**src/rtl/smb_cfg_pkg.sv**
```systemverilog
package smb_cfg_pkg;

    typedef enum logic [3:0] {
        ST_IDLE,
        ST_ADDR,
        ST_ADDR_ACK,
        ST_CMD,
        ST_CMD_ACK,
        ST_WDATA,
        ST_WDATA_ACK,
        ST_RDATA,
        ST_RACK
    } smb_state_e;

endpackage

```
**src/rtl/smb_line_watch.sv**
```systemverilog
// Oversamples both bus lines and derives edge and bus-condition strobes.
module smb_line_watch (
    input  logic clk,
    input  logic rst_n,
    input  logic scl_i,
    input  logic sda_i,
    output logic sda_s,
    output logic scl_rise,
    output logic scl_fall,
    output logic start_ev,
    output logic stop_ev
);
    logic scl_m, scl_s, scl_p;
    logic sda_m, sda_p;

    always_ff @(posedge clk or negedge rst_n) begin
        if (!rst_n) begin
            scl_m <= 1'b1;
            scl_s <= 1'b1;
            scl_p <= 1'b1;
            sda_m <= 1'b1;
            sda_s <= 1'b1;
            sda_p <= 1'b1;
        end else begin
            scl_m <= scl_i;
            scl_s <= scl_m;
            scl_p <= scl_s;
            sda_m <= sda_i;
            sda_s <= sda_m;
            sda_p <= sda_s;
        end
    end

    assign scl_rise = scl_s & ~scl_p;
    assign scl_fall = ~scl_s & scl_p;
    assign start_ev = scl_s & scl_p & sda_p & ~sda_s;
    assign stop_ev  = scl_s & scl_p & ~sda_p & sda_s;
endmodule

```
**src/rtl/smb_cfg_regbank.sv**
```systemverilog
// Register bank with parameter defaults, one write port and one read port.
module smb_cfg_regbank #(
    parameter int unsigned        NREG     = 8,
    parameter int unsigned        AW       = 3,
    parameter logic [NREG*8-1:0]  DEFAULTS = '0
) (
    input  logic              clk,
    input  logic              rst_n,
    input  logic              we,
    input  logic [AW-1:0]     waddr,
    input  logic [7:0]        wdata,
    input  logic [AW-1:0]     raddr,
    output logic [7:0]        rdata,
    output logic [NREG*8-1:0] regs_o
);
    logic [7:0] mem [NREG];

    for (genvar g = 0; g < NREG; g++) begin : g_reg
        always_ff @(posedge clk or negedge rst_n) begin
            if (!rst_n)
                mem[g] <= DEFAULTS[g*8 +: 8];
            else if (we && waddr == AW'(g))
                mem[g] <= wdata;
        end
        assign regs_o[g*8 +: 8] = mem[g];
    end

    assign rdata = mem[raddr];
endmodule

```
**src/rtl/smb_cfg_slave.sv**
```systemverilog
module smb_cfg_slave
    import smb_cfg_pkg::*;
#(
    parameter int unsigned       NREG     = 8,
    parameter logic [6:0]        DEV_ADDR = 7'h69,
    parameter logic [NREG*8-1:0] DEFAULTS = 64'h81A53CC3F00FE718
) (
    input  logic              clk,
    input  logic              rst_n,
    input  logic              scl_i,
    input  logic              sda_i,
    output logic              sda_oe,
    output logic [NREG*8-1:0] regs_o
);
    localparam int unsigned AW    = (NREG > 1) ? $clog2(NREG) : 1;
    localparam int unsigned RW    = $clog2(NREG + 1);
    localparam logic [6:0]  NREG7 = 7'(NREG);
    localparam logic [7:0]  NREG8 = 8'(NREG);
    localparam logic [RW-1:0] NREGR = RW'(NREG);

    logic sda_s, scl_rise, scl_fall, start_ev, stop_ev;

    smb_line_watch u_watch (
        .clk      (clk),
        .rst_n    (rst_n),
        .scl_i    (scl_i),
        .sda_i    (sda_i),
        .sda_s    (sda_s),
        .scl_rise (scl_rise),
        .scl_fall (scl_fall),
        .start_ev (start_ev),
        .stop_ev  (stop_ev)
    );

    smb_state_e    state_q, state_d;
    logic [2:0]    bit_cnt_q;
    logic [6:0]    rx_sr_q;
    logic [7:0]    tx_sr_q;
    logic          phase_q, ack_ok_q, rw_q, m_ack_q;
    logic          byte_mode_q, cnt_seen_q;
    logic [AW-1:0] ptr_q;
    logic [7:0]    wcnt_q, widx_q;
    logic [RW-1:0] ridx_q;

    logic [7:0]    rx_byte, rdata;
    logic          byte_done, ack_end, cmd_ok, w_accept, wr_en, rd_more;
    logic [AW-1:0] waddr, raddr;

    assign rx_byte   = {rx_sr_q, sda_s};
    assign byte_done = scl_rise && (bit_cnt_q == 3'd7);
    assign ack_end   = scl_fall && phase_q;
    assign cmd_ok    = rx_byte[7] ? (rx_byte[6:0] < NREG7) : (rx_byte[6:0] == 7'd0);
    assign w_accept  = byte_mode_q ? !cnt_seen_q
                                   : (!cnt_seen_q || (widx_q < wcnt_q && widx_q < NREG8));
    assign wr_en     = (state_q == ST_WDATA) && byte_done && w_accept
                       && (byte_mode_q || cnt_seen_q);
    assign waddr     = byte_mode_q ? ptr_q : widx_q[AW-1:0];
    assign raddr     = byte_mode_q ? ptr_q : ridx_q[AW-1:0];
    assign rd_more   = !byte_mode_q && (ridx_q < NREGR);

    smb_cfg_regbank #(.NREG(NREG), .AW(AW), .DEFAULTS(DEFAULTS)) u_bank (
        .clk    (clk),
        .rst_n  (rst_n),
        .we     (wr_en),
        .waddr  (waddr),
        .wdata  (rx_byte),
        .raddr  (raddr),
        .rdata  (rdata),
        .regs_o (regs_o)
    );

    // next-state logic
    always_comb begin
        state_d = state_q;
        if (start_ev)
            state_d = ST_ADDR;
        else if (stop_ev)
            state_d = ST_IDLE;
        else begin
            unique case (state_q)
                ST_IDLE:      state_d = ST_IDLE;
                ST_ADDR:      if (byte_done) state_d = ST_ADDR_ACK;
                ST_ADDR_ACK:  if (ack_end)   state_d = !ack_ok_q ? ST_IDLE :
                                                        (rw_q ? ST_RDATA : ST_CMD);
                ST_CMD:       if (byte_done) state_d = ST_CMD_ACK;
                ST_CMD_ACK:   if (ack_end)   state_d = ack_ok_q ? ST_WDATA : ST_IDLE;
                ST_WDATA:     if (byte_done) state_d = ST_WDATA_ACK;
                ST_WDATA_ACK: if (ack_end)   state_d = ack_ok_q ? ST_WDATA : ST_IDLE;
                ST_RDATA:     if (byte_done) state_d = ST_RACK;
                ST_RACK:      if (ack_end)   state_d = (m_ack_q && rd_more) ? ST_RDATA : ST_IDLE;
                default:      state_d = ST_IDLE;
            endcase
        end
    end

    // state register
    always_ff @(posedge clk or negedge rst_n) begin
        if (!rst_n) state_q <= ST_IDLE;
        else        state_q <= state_d;
    end

    // datapath: shifting, decode decisions, pointers
    always_ff @(posedge clk or negedge rst_n) begin
        if (!rst_n) begin
            bit_cnt_q   <= '0;
            rx_sr_q     <= '0;
            tx_sr_q     <= 8'hFF;
            phase_q     <= 1'b0;
            ack_ok_q    <= 1'b0;
            rw_q        <= 1'b0;
            m_ack_q     <= 1'b0;
            byte_mode_q <= 1'b0;
            cnt_seen_q  <= 1'b0;
            ptr_q       <= '0;
            wcnt_q      <= '0;
            widx_q      <= '0;
            ridx_q      <= '0;
        end else if (start_ev || stop_ev) begin
            bit_cnt_q <= '0;
            phase_q   <= 1'b0;
        end else begin
            case (state_q)
                ST_ADDR, ST_CMD, ST_WDATA: begin
                    if (scl_rise) begin
                        rx_sr_q   <= rx_byte[6:0];
                        bit_cnt_q <= bit_cnt_q + 3'd1;
                    end
                    if (byte_done) begin
                        phase_q <= 1'b0;
                        if (state_q == ST_ADDR) begin
                            ack_ok_q <= (rx_byte[7:1] == DEV_ADDR);
                            rw_q     <= rx_byte[0];
                        end else if (state_q == ST_CMD) begin
                            ack_ok_q <= cmd_ok;
                            if (cmd_ok) begin
                                byte_mode_q <= rx_byte[7];
                                ptr_q       <= rx_byte[AW-1:0];
                                cnt_seen_q  <= 1'b0;
                                widx_q      <= '0;
                            end
                        end else begin
                            ack_ok_q <= w_accept;
                            if (w_accept) begin
                                cnt_seen_q <= 1'b1;
                                if (!byte_mode_q && !cnt_seen_q) wcnt_q <= rx_byte;
                                if (!byte_mode_q && cnt_seen_q)  widx_q <= widx_q + 8'd1;
                            end
                        end
                    end
                end
                ST_ADDR_ACK, ST_CMD_ACK, ST_WDATA_ACK: begin
                    if (scl_fall) begin
                        if (!phase_q) phase_q <= 1'b1;
                        else begin
                            phase_q   <= 1'b0;
                            bit_cnt_q <= '0;
                            if (state_q == ST_ADDR_ACK && ack_ok_q && rw_q) begin
                                tx_sr_q <= byte_mode_q ? rdata : NREG8;
                                ridx_q  <= '0;
                            end
                        end
                    end
                end
                ST_RDATA: begin
                    if (scl_rise) begin
                        bit_cnt_q <= bit_cnt_q + 3'd1;
                        if (bit_cnt_q == 3'd7) phase_q <= 1'b0;
                    end else if (scl_fall) begin
                        tx_sr_q <= {tx_sr_q[6:0], 1'b1};
                    end
                end
                ST_RACK: begin
                    if (scl_rise) m_ack_q <= ~sda_s;
                    if (scl_fall) begin
                        if (!phase_q) phase_q <= 1'b1;
                        else begin
                            phase_q   <= 1'b0;
                            bit_cnt_q <= '0;
                            if (m_ack_q && rd_more) begin
                                tx_sr_q <= rdata;
                                ridx_q  <= ridx_q + RW'(1);
                            end
                        end
                    end
                end
                default: ;
            endcase
        end
    end

    // output logic
    always_comb begin
        unique case (state_q)
            ST_ADDR_ACK, ST_CMD_ACK, ST_WDATA_ACK: sda_oe = phase_q & ack_ok_q;
            ST_RDATA:                              sda_oe = ~tx_sr_q[7];
            ST_RACK:                               sda_oe = ~phase_q & ~tx_sr_q[7];
            default:                               sda_oe = 1'b0;
        endcase
    end
endmodule

```
**config.mk**
```make
export PLATFORM = sky130hd
export DESIGN_NAME = smb_cfg_slave
export DESIGN_NICKNAME = d
export VERILOG_FILES = /design/src/rtl/smb_cfg_pkg.sv /design/src/rtl/smb_line_watch.sv /design/src/rtl/smb_cfg_regbank.sv /design/src/rtl/smb_cfg_slave.sv
export SDC_FILE = /design/constraint.sdc
export NUM_CORES = 1
export LEC_CHECK = 0
export BUFFER_PORTS_ARGS = -buffer_cell sky130_fd_sc_hd__buf_2
export CORE_UTILIZATION = 40
export DETAILED_ROUTE_END_ITERATION = 16
export PLACE_DENSITY = 0.6
export SETUP_SLACK_MARGIN = 0.1
export SLEW_MARGIN = 20
export SYNTH_ARGS = -nofsm -noshare
export SYNTH_HDL_FRONTEND = slang
export SYNTH_SLANG_ARGS = --single-unit
```
**constraint.sdc**
```tcl
create_clock -name clk -period 5.9 [get_ports clk]
set_clock_uncertainty 0.15 [all_clocks]
set_input_delay 1.18 -clock clk [delete_from_list [all_inputs] [get_ports clk]]
set_output_delay 1.18 -clock clk [all_outputs]
set_load 0.1 [all_outputs]
```
Yosys cells after proc, flatten, opt, wreduce, memory -nomap -nowiden
Index checks and enable logic that the tools add are counted.
{ "totals": {"reg_bits": 121, "output_inout_bits": 65} }
{ "op_classes": {"addsub": 3, "n_lt_le_gt_ge": 5, "eq_ne": 39, "muxes": 60, "bitwise_logic": 19, "n_reduce_logical": 51} }
{ "op_table": {"columns": ["cell", "n"], "rows": [
  ["$mux W8", 15],
  ["$mux W4", 15],
  ["$mux W3", 10],
  ["$pmux W4 S7", 1],
  ["$bmux W8 S3", 1],
  ["$ne A4 B4 Y1 const B", 6],
  ["$pmux W8 S3", 1],
  ["$reduce_and A7 Y1", 3],
  ["$logic_and A1 B1 Y1", 20],
  ["$ne A2 B2 Y1 const B", 9],
  ["$eq A4 B3 Y1 const B", 4],
  ["$eq A3 B3 Y1 const B", 5],
  ["$mux W1", 13],
  ["$reduce_and A6 Y1", 2],
  ["$reduce_and A10 Y1", 1],
  ["$and A1 B1 Y1", 9],
  ["$ne A3 B1 Y1 const B", 3],
  ["$ne A3 B3 Y1 const B", 3],
  ["$not A1 Y1", 9],
  ["$reduce_and A3 Y1", 3],
  ["$add A8 B1 Y8 const B", 1],
  ["$eq A4 B2 Y1 const B", 2],
  ["$lt A8 B4 Y1 const B", 1],
  ["$lt A8 B8 Y1", 1],
  ["other kinds (28)", 39]
]} }

Depth between registers and ports, before layout
{ "logic_depth": {"word_depth": 10, "depth_mapped": 9, "mapped_depth_nobuf": 9} }

Hierarchy
From an unflattened synthesis, not the netlist that was laid out.
{ "hier_totals": {"cells_unflattened": 476, "hier_area_um2": 6249.7} }
{ "modules_own_cells": {"columns": ["mod", "n_inst", "cells_each", "area_per_inst_um2", "seq_area_each_um2"], "rows": [
  ["smb_cfg_regbank", 1, 172, 3030.4, 1639.1],
  ["smb_cfg_slave", 1, 294, 3029.2, 1286.2],
  ["smb_line_watch", 1, 10, 190.2, 157.7]
]} }

Worst setup path after synthesis
OpenSTA, ideal clock, no wires.
{ "synth_path": {"path_type": "register to output", "from": "reg state_q[3]", "to": "out sda_oe", "arrival_time_ns": 2.769, "path_slack_ns": 1.801, "stages_incl_launch_ff": 7, "path_buffers": 2, "path_cell_list": "dfrtp_1 > clkbuf_1 > nand2b_1 > nor2_1 > clkbuf_1 > nor2_1 > o22ai_1"} }
{ "synth_via": {"elab_chain_len": 3, "elab_cells_between_ends": 7, "cone_classes": "eq/ne: 5; mux: 1; reduce/logical: 1"} }
{ "synth_rtl": {"columns": ["item", "line", "text"], "rows": [
  ["start: declaration", "smb_cfg_slave.sv:35", "smb_state_e state_q, state_d;"],
  ["start signal: assignment", "smb_cfg_slave.sv:99", "else state_q <= state_d;"],
  ["$eq A4 B2 Y1 or $eq A4 B3 Y1 (tied branches)", "smb_cfg_slave.sv:193", "unique case (state_q)"],
  ["$reduce_or A3 Y1", "smb_cfg_slave.sv:193", null],
  ["$pmux W1 S3 *", "smb_cfg_slave.sv:193", null],
  ["end: declaration", "smb_cfg_slave.sv:12", "output logic sda_oe,"]
]} }
Every way passes the cells marked *; elsewhere a longest branch is shown, timed or not.

Final worst setup path
{ "layout_path": {"from": "reg state_q[2]", "to": "out sda_oe"} }
The elaborated chain is that of the path after synthesis.

==> metrics <==
number of hold-slack violations in the final timing report 0; antenna cells 0; initial cell density of the core around 41%; syn_nets roughly 520; total of endpoints with negative setup slack in the final report 0; data arrival time of the worst path 2.68 ns; Critical R2R Capture widx_q[3]$_DFFE_PN0P_; number of enable flip-flop cells after synthesis 0; synthesized netlist cell count 501; asr flop ratio synth 100.0%; kind of end point of the critical path output port; maximum level of the CTS H-tree 4; vias in the first global route 4247; worst hold-check path type flip-flop to flip-flop; final worst-path setup slack roughly 1.9 ns; Netlist Area Pre-Place between 6000 and 7000 sq um; number of buffers added on ports around 70; number of hold-repair buffers added at the cts stage 0; Clk pin slew, worst setup/hold paths roughly 0.050 ns; cell type with the largest total area after synthesis dfrtp_1; Site Rows 44; via density per instance roughly 5.6; All-Layer GR Usage 19.85%; number of warning messages in the yosys log 0; aggregate negative setup slack 0 ns; Crit-path slowest cell nor2_1; Clock Sinks roughly 120; share of post-route cells with drive strength above 1 a little under half; Pre-antenna DRT Iters 5; depth of the worst register-to-register path 5; transition time at the pin with the least slew margin about 1.1 ns; Peak supply drop 0.0001915 V; Max-Cap Viols 0; Critical path destination sda_oe; worst-case register-to-register setup slack 3.12 ns; Crit Path Max Fanout 15; routability cong. around 0.87; residual overflow from global routing 0; total wirelength of the detailed-routed design approximately 15 mm; total power roughly 2.1 mW; critical path data required time between 4 and 5 ns; series of cell instances along the critical path nand2_1 -> nor2_1 -> nor2_1 -> o22ai_1 -> buf_2; fillcell total between 1000 and 1500; outcome completed; final critical delay including setup and external delays between 4 and 5 ns; highest cell delay on the worst timing path 0.73 ns; die area 15690 sq um; number of nets still failing antenna checks after routing 0; highest clock frequency the design can meet about 250 MHz; worst slew slack as a fraction of its limit ~29%; top flip-flop cell by instance count after synthesis dfrtp_1; total clock buffers created by CTS 17; synthesized area divided by synthesized cell count 12.13 sq um; number of different library cells in the post-synthesis netlist 63; reg-to-reg startpoint state_q[3]$_DFFE_PN0P_; via count of the routed design 4275; clock tree from TritonCTS built; antenna violations before repair 0; end-of-flow core utilization approximately half; cell mode on critical path nor2_1; setup repair after global routing missed its margin no; final worst path period share roughly 68%; number of storage elements in the synthesis netlist 121; total power density per cell area about 290 nW/um^2; dominant cell by count in the synthesized netlist mux2_2; area of the multi-input gates ~2800 sq um; buffer levels on the longest clock path 2; clock latency reported for the late side of the worst-skew pair 0.42 ns; num ports a little under 70; DRC violation total after the first TritonRoute iteration between 200 and 250; Crit Path Category flip-flop to output port; Synth top cells by count mux2_2 (84), dfrtp_1 (77), dfstp_2 (44); floorplan die height 125.3 microns; Die W approximately 130 microns; leakage power summed over all cells 3.470 nW; number of design rule violations left after detail routing 0; buffer type at the clock tree root clkbuf_16; core footprint between 10000 and 15000 sq um; fin nets ~580; max-slew violation total from the final report 0; pin count of the biggest net entering global routing between 70 and 80; leading cell types by total area after synthesis dfrtp_1 (32%), dfstp_2 (19%), mux2_2 (16%); proportion of netlist area held by the largest area contributor around a third; global-route wire length before repair ~23 mm; number of gates given a new drive strength after cts 0; Critical Path Source Type flip-flop; post-CTS setup buffer count 0; Storage cell area between 3000 and 4000 sq um; half-perimeter wire length of the detailed placement result roughly 10 mm; first element of the critical path state_q[2]$_DFFE_PN0P_; area delta synth->final 18.65%; sequential area share after synthesis between 50% and 60%; post-place setup slack 2.370 ns; routed len/inst just under 20 microns
==> routing by layer <==
| metal | wire length (microns) | part of all wire (%) | track usage (%) | up-vias |
|---|---|---|---|---|
| met5 | 0 | 0 | 0 | - |
| met4 | 319 | 2.2 | 7.963 | 0 |
| met3 | 989 | 6.7 | 6.675 | 27 |
| met2 | 7139 | 48 | 31.74 | 136 |
| met1 | 6329 | 43 | 24.76 | 2154 |
| li1 | - | - | - | 1958 |
==> layout make-up <==
type | instances | share of cell area [%]
clock buffer | 21 | 6.523
inverter | 18 | 0.9368
clock inverter | 11 | 2.342
tap | 184 | 3.192
sequential | 121 | 42.75
multi-input combinational | 337 | 39.09
timing repair buffer | 72 | 5.170
==> registers in the layout, indices dropped and copies added, names as in the netlist <==
| signal | count |
|---|---|
| ack_ok_q | 1 |
| widx_q | 8 |
| byte_mode_q | 1 |
| state_q | 4 |
| u_watch.scl_s | 1 |
| phase_q | 1 |
| bit_cnt_q | 3 |
| m_ack_q | 1 |
| ptr_q | 3 |
| rw_q | 1 |
| ridx_q | 4 |
| u_watch.sda_p | 1 |
| u_watch.scl_p | 1 |
| u_watch.sda_s | 1 |
| u_bank.regs_o | 64 |
| tx_sr_q | 8 |
| rx_sr_q | 7 |
| u_watch.sda_m | 1 |
| u_watch.scl_m | 1 |
| wcnt_q | 8 |
| cnt_seen_q | 1 |
==> logic make-up after synthesis <==
kind of cell,Yosys count,synth area share (%)
and+or+nand+nor,122,10.81
DFF,121,50.72
muxes,112,23.26
AOI/OAI and AO/OA,89,9.613
buffers and inverters,43,2.902
adders and majority gates,11,2.264
xor gates and xnor gates,3,0.4324
==> power breakdown <==
part | switching (mW) | leakage (nW) | internal, mW
Sequential | 0.0476 | 1.53 | 0.853
Clock | 0.371 | 0.301 | 0.739
Combinational | 0.0422 | 1.64 | 0.0253
Total | 0.461 | 3.47 | 1.62
==> worst max-delay path: cells and delay by family, from the launching register on <==
kind	cells	cell delay [ns]
simple gates	3	1.01
flops	1	0.63
buf+inv	1	0.45
compound gates	1	0.18
==> how the worst min path moves through the flow <==
stage	startpoint	slack (ns)	to	cells past startpoint
2_1_floorplan	u_watch.scl_m$_DFF_PN1_	0.20	u_watch.scl_s$_DFF_PN1_	0
3_3_place_gp	u_watch.scl_m$_DFF_PN1_	0.20	u_watch.scl_s$_DFF_PN1_	0
3_5_place_dp	u_watch.sda_m$_DFF_PN1_	0.20	u_watch.sda_s$_DFF_PN1_	0
4_1_cts	u_watch.sda_m$_DFF_PN1_	0.21	u_watch.sda_s$_DFF_PN1_	0
5_1_grt	u_watch.scl_m$_DFF_PN1_	0.21	u_watch.scl_s$_DFF_PN1_	0
6_report	u_watch.sda_m$_DFF_PN1_	0.20	u_watch.sda_s$_DFF_PN1_	0
==> cells in the final DEF, fill, tap and decap left out, types with 3 or more instances in the layout <==
cell,netlist,layout
a21oi_1,24,24
a22oi_1,3,3
and2_1,8,8
and3_1,3,3
buf_2,3,67
buf_4,1,5
bufinv_16,0,4
clkbuf_16,0,17
clkbuf_8,0,3
clkinvlp_4,0,4
dfrtp_1,77,77
dfstp_2,44,44
ha_1,11,11
inv_1,17,17
mux2_1,3,3
mux2_2,84,84
mux2i_1,9,9
mux4_2,14,14
nand2_1,28,28
nand2_2,4,4
nand2_4,4,4
nand2b_1,6,6
nand3_1,6,6
nand4_1,4,4
nor2_1,27,27
nor2b_1,15,15
nor3_1,4,4
o21ai_0,27,27
o22ai_1,5,5
o32ai_1,5,5
or3_1,3,3
==> through the flow <==
step	hold slack [ns]	instances	area (sq um)
3_5_place_dp	0.1975	732	6573
4_1_cts	0.2054	764	7212
3_3_place_gp	0.1953	732	6573
5_1_grt	0.2113	764	7212
6_report	0.2044	764	7212
2_1_floorplan	0.1952	501	6078
Power figures use the tool's default switching activity.
